===== src/rtl/seg_reloc.sv =====
module seg_reloc #(
  parameter int VA_W  = 16,
  parameter int SEG_W = 4,
  parameter int PA_W  = 16
) (
  input  logic             clk,
  input  logic             rst_n,
  input  logic             cfg_we,
  input  logic [SEG_W-1:0] cfg_seg,
  input  logic [PA_W-1:0]  cfg_base,
  input  logic [PA_W-1:0]  cfg_limit,
  input  logic             cfg_present,
  input  logic             cfg_code,
  input  logic             req_valid,
  input  logic             req_fetch,
  input  logic [VA_W-1:0]  req_vaddr,
  output logic             rsp_valid,
  output logic [PA_W-1:0]  rsp_paddr,
  output logic [1:0]       rsp_fault
);
  localparam int OFF_W = VA_W - SEG_W;
  localparam int NSEG  = 1 << SEG_W;
  localparam logic [1:0] F_NONE   = 2'd0;
  localparam logic [1:0] F_PROT   = 2'd1;
  localparam logic [1:0] F_ABSENT = 2'd2;

  logic [PA_W-1:0] base_q  [NSEG];
  logic [PA_W-1:0] limit_q [NSEG];
  logic [NSEG-1:0] pres_q;
  logic [NSEG-1:0] code_q;

  logic [SEG_W-1:0] seg;
  logic [OFF_W-1:0] off;
  logic [PA_W:0]    sum;
  logic             sel_present;
  logic             prot;
  logic [1:0]       fault_d;

  assign seg         = req_vaddr[VA_W-1 -: SEG_W];
  assign off         = req_vaddr[OFF_W-1:0];
  assign sum         = {1'b0, base_q[seg]} + {{(PA_W+1-OFF_W){1'b0}}, off};
  assign sel_present = pres_q[seg];
  assign prot        = sum[PA_W] | (sum[PA_W-1:0] >= limit_q[seg]) | (req_fetch & ~code_q[seg]);
  assign fault_d     = !sel_present ? F_ABSENT : (prot ? F_PROT : F_NONE);

  always_ff @(posedge clk or negedge rst_n) begin
    if (!rst_n) begin
      pres_q <= '0;
      code_q <= '0;
      for (int i = 0; i < NSEG; i++) begin
        base_q[i]  <= '0;
        limit_q[i] <= '0;
      end
    end else if (cfg_we) begin
      base_q[cfg_seg]  <= cfg_base;
      limit_q[cfg_seg] <= cfg_limit;
      pres_q[cfg_seg]  <= cfg_present;
      code_q[cfg_seg]  <= cfg_code;
    end
  end

  always_ff @(posedge clk or negedge rst_n) begin
    if (!rst_n) begin
      rsp_valid <= 1'b0;
      rsp_paddr <= '0;
      rsp_fault <= F_NONE;
    end else begin
      rsp_valid <= req_valid;
      rsp_fault <= req_valid ? fault_d : F_NONE;
      rsp_paddr <= (req_valid && fault_d == F_NONE) ? sum[PA_W-1:0] : '0;
    end
  end
endmodule


===== config.mk =====
export PLATFORM = sky130hd
export DESIGN_NAME = seg_reloc
export DESIGN_NICKNAME = d
export VERILOG_FILES = /design/src/rtl/seg_reloc.sv
export SDC_FILE = /design/constraint.sdc
export NUM_CORES = 1
export LEC_CHECK = 0
export CORE_ASPECT_RATIO = 0.6
export CORE_UTILIZATION = 24
export CTS_CLUSTER_DIAMETER = 60
export DETAILED_ROUTE_END_ITERATION = 10
export PLACE_DENSITY = 0.45
export RECOVER_POWER = 25
export SLEW_MARGIN = 20
export SYNTH_ARGS = -nofsm -noshare
export SYNTH_HDL_FRONTEND = slang
export SYNTH_SLANG_ARGS = --single-unit

===== constraint.sdc =====
create_clock -name clk -period 5.9 [get_ports clk]
set_input_delay 1.18 -clock clk [delete_from_list [all_inputs] [get_ports clk]]
set_output_delay 1.18 -clock clk [all_outputs]
set_load 0.02 [all_outputs]

==> flow_metrics.tcl <==
set metrics [dict create \
    grt_usage 0.1429 \
    synth_area_per_cell_um2 16.33 \
    clk_latency_ns 0.60 \
    cts_tree "done" \
    place_inst 3014 \
    cts.repair.resized 0 \
    postCtsSetupRepairBufs 0 \
    fp.dieArea_mm2 0.1090 \
    worstPathMaxFanout 16 \
    fin_skew_ns 0.01588 \
    synthCells 1582 \
    post-route-min-period_ns 5.530 \
    cp-end-kind "flip-flop" \
    root_buffer "clkbuf_16" \
    crit_chain "buf_8 > buf_12 > mux4_2 > mux4_2 > ha_1 > o211ai_1 > o21ai_1 > o2111ai_1 > a211oi_1 > nor2_1 > ha_1 > a21oi_1 > o21ai_1 > a21o_1 > a211oi_1 > nor2_1 > nor4_4 > and2_1" \
    ir_worst_vdd_mv 0.2000 \
    synth.cells.most_frequent "dfrtp_1, mux2_2, mux4_2" \
    hpwl_mm 48.20 \
    hold_depth 1 \
    synth_area_leaders "dfrtp_1, mux2_2, mux4_2" \
    synth.net_count 1670 \
    rsz0062_at_grt "false" \
    drtIter0Drc 790 \
    vias 14330 \
    cts.sinks 563 \
    setup_viol 0 \
    drt-pass1-iter-count 5 \
    die_h_um 256.2 \
    overflow 0 \
    routed_wl_mm 76.93 \
    fillers 10570 \
    layout-drive-gt1-share 0.5274 \
    synth-edff-count 0 \
    r2r_cells 17 \
    ys_seq_elements 563 \
    gp_congestion 0.7947 \
    post_drt_wl_per_cell_um 24.76 \
    critical_path_class "in2reg" \
    die_width_um 425.6 \
    syn2layout_area_growth_pct 17.38 \
    p_leak_nw 12.54 \
    cts_max_level 2 \
    cts_inserted_buffers 52 \
    core.rowCount 92 \
    hold_violations 0 \
    async_flop_share 1.000 \
    synth_area_leader_cell "dfrtp_1" \
    yosys_warnings 0 \
    critPathBufInv 2 \
    drc 0 \
    clock_path_buffers 3 \
    max_freq_mhz 180.8 \
    antenna_found_initial 5 \
    final_nets 1746 \
    synth.most_common_cell "dfrtp_1" \
    fin_cells 3107 \
    cap_violations 2 \
    grt_max_degree 156 \
    cp-start-kind "primary input" \
    status "finished, violations left" \
    critPathRequiredTime_ns 6.43 \
    ios 78 \
    relSlewSlack -1.162 \
    critical-path-max-stage-delay_ns 0.56 \
    tightest_slew_ns 3.244 \
    grt_pass1_vias 15490 \
    clk_pin_slew_ns 0.07 \
    worstSetupPathDepth 18 \
    portBuffers 77 \
    initial_core_util 0.2440 \
    cpMaxStageDelayCell "nor4_4" \
    post-synth-top-area-fraction 0.5453 \
    postCtsHoldBufs 0 \
    power_density_mw_per_mm2 374.9 \
    failed_checks "capacitance limit, slew limit" \
    via_per_inst 4.611 \
    cp.arrival_ns 6.06 \
    drt.antenna.violating_nets 0 \
    synth-main-ff-cell "dfrtp_1" \
    report.final.slew_viol_count 165 \
    core_mm2 0.1059 \
    synth_cell_type_count 46 \
    min_period_over_period 0.9373 \
    cp_top_family "compound AO/OA/AOI/OAI gates" \
    hold_path_class "reg2reg" \
    grt_pass1_wl_mm 115.0 \
    syn_area_mm2 0.02584 \
    ys_seq_area_frac 0.5453 \
    setup_tns_ns 0 \
]
[report_power, final]
part	switching [W]	total (W)	internal (W)
logic	0.00107	0.00257	0.00150
clock network	0.00156	0.00362	0.00206
registers	0.000444	0.00519	0.00474
total	0.00307	0.0114	0.00830
[placed cells by master (no fill, tap or decap), drive strengths merged, types with 2 or more instances in the layout]
cell type / n
nor2b: 3
or3: 2
a211oi: 5
inv: 19
clkinv: 11
a21oi: 13
mux2: 545
mux4: 168
o21bai: 2
nand2: 9
a21o: 7
xor2: 5
clkbuf: 79
nand2b: 7
nor3: 2
clkdlybuf4s50: 71
nand3: 2
diode: 2
nor4: 2
ha: 28
mux2i: 5
buf: 72
nor3b: 3
and2: 16
o21ai: 11
xnor2: 8
dfrtp: 563
bufinv: 6
nor2: 16
nand3b: 2
[layer usage]
layer / track usage / part of all wire / vias to the layer above
met5: 0 / 0.00016 / -
met4: 0.02518 / 0.017 / 2
met3: 0.02127 / 0.031 / 76
met2: 0.2065 / 0.43 / 199
met1: 0.2241 / 0.53 / 7973
li1: - / - / 6076
[registers in the layout, summed over array words and instances, names as in the netlist]
name       cells
limit_q      256
rsp_paddr     16
rsp_fault      2
rsp_valid      1
base_q       256
code_q        16
pres_q        16
[cell type report]
cell class              instances  area (µm²)  share of cell area
clock buffers                  74        1526             0.05033
clock inverters                17       246.5            0.008127
repair buffers                149        1374             0.04530
inverters                      19       71.32            0.002351
diodes                          2       5.005           0.0001650
multi-input cells             873       11250              0.3711
well taps                    1410        1764             0.05817
flip-flops and latches        563       14090              0.4645
[worst paths after layout]
| check | from | to | slack, ns |
|---|---|---|---|
| setup / recovery | req_vaddr[12] | rsp_paddr[6]$_DFF_PN0_ | 0.37 |
| hold / removal | base_q[14]$_DFFE_PN0P_ | base_q[14]$_DFFE_PN0P_ | 0.50 |
| setup reg to reg | base_q[64]$_DFFE_PN0P_ | rsp_paddr[6]$_DFF_PN0_ | 0.89 |
| hold reg to reg | base_q[14]$_DFFE_PN0P_ | base_q[14]$_DFFE_PN0P_ | 0.50 |
| max in group asynchronous | rst_n | base_q[226]$_DFFE_PN0P_ | 1.12 |
| min in group asynchronous | rst_n | base_q[57]$_DFFE_PN0P_ | 1.67 |
[kinds of logic after synthesis]
family | count (synthesis) | share of synthesized area
multiplexers | 718 | 0.3859
flip-flops | 563 | 0.5453
adder cells (fa/ha/maj) | 29 | 0.01433
XOR/XNOR | 13 | 0.004407
AO/OA/AOI/OAI | 46 | 0.01172
buffers and inverters | 146 | 0.02329
AND/OR/NAND/NOR | 67 | 0.01511
[metrics by stage]
| stage | power (W) | hold slack [ns] | cell area [µm²] | utilization | worst slack, ns |
|---|---|---|---|---|---|
| after floorplan | 0.006918 | 0.4739 | 25920 | - | 0.001184 |
| after global placement | 0.007785 | 0.4820 | 28570 | 0.2698 | -0.2394 |
| after detailed placement | 0.007853 | 0.4881 | 28590 | 0.2700 | -0.1922 |
| after CTS | 0.01154 | 0.4955 | 30370 | 0.2867 | 0.4247 |
| after global routing | 0.01201 | 0.5171 | 30330 | 0.2864 | 0.1485 |
| final | 0.01137 | 0.5016 | 30330 | 0.2864 | 0.3697 |
(Power assumes the default switching activity.)
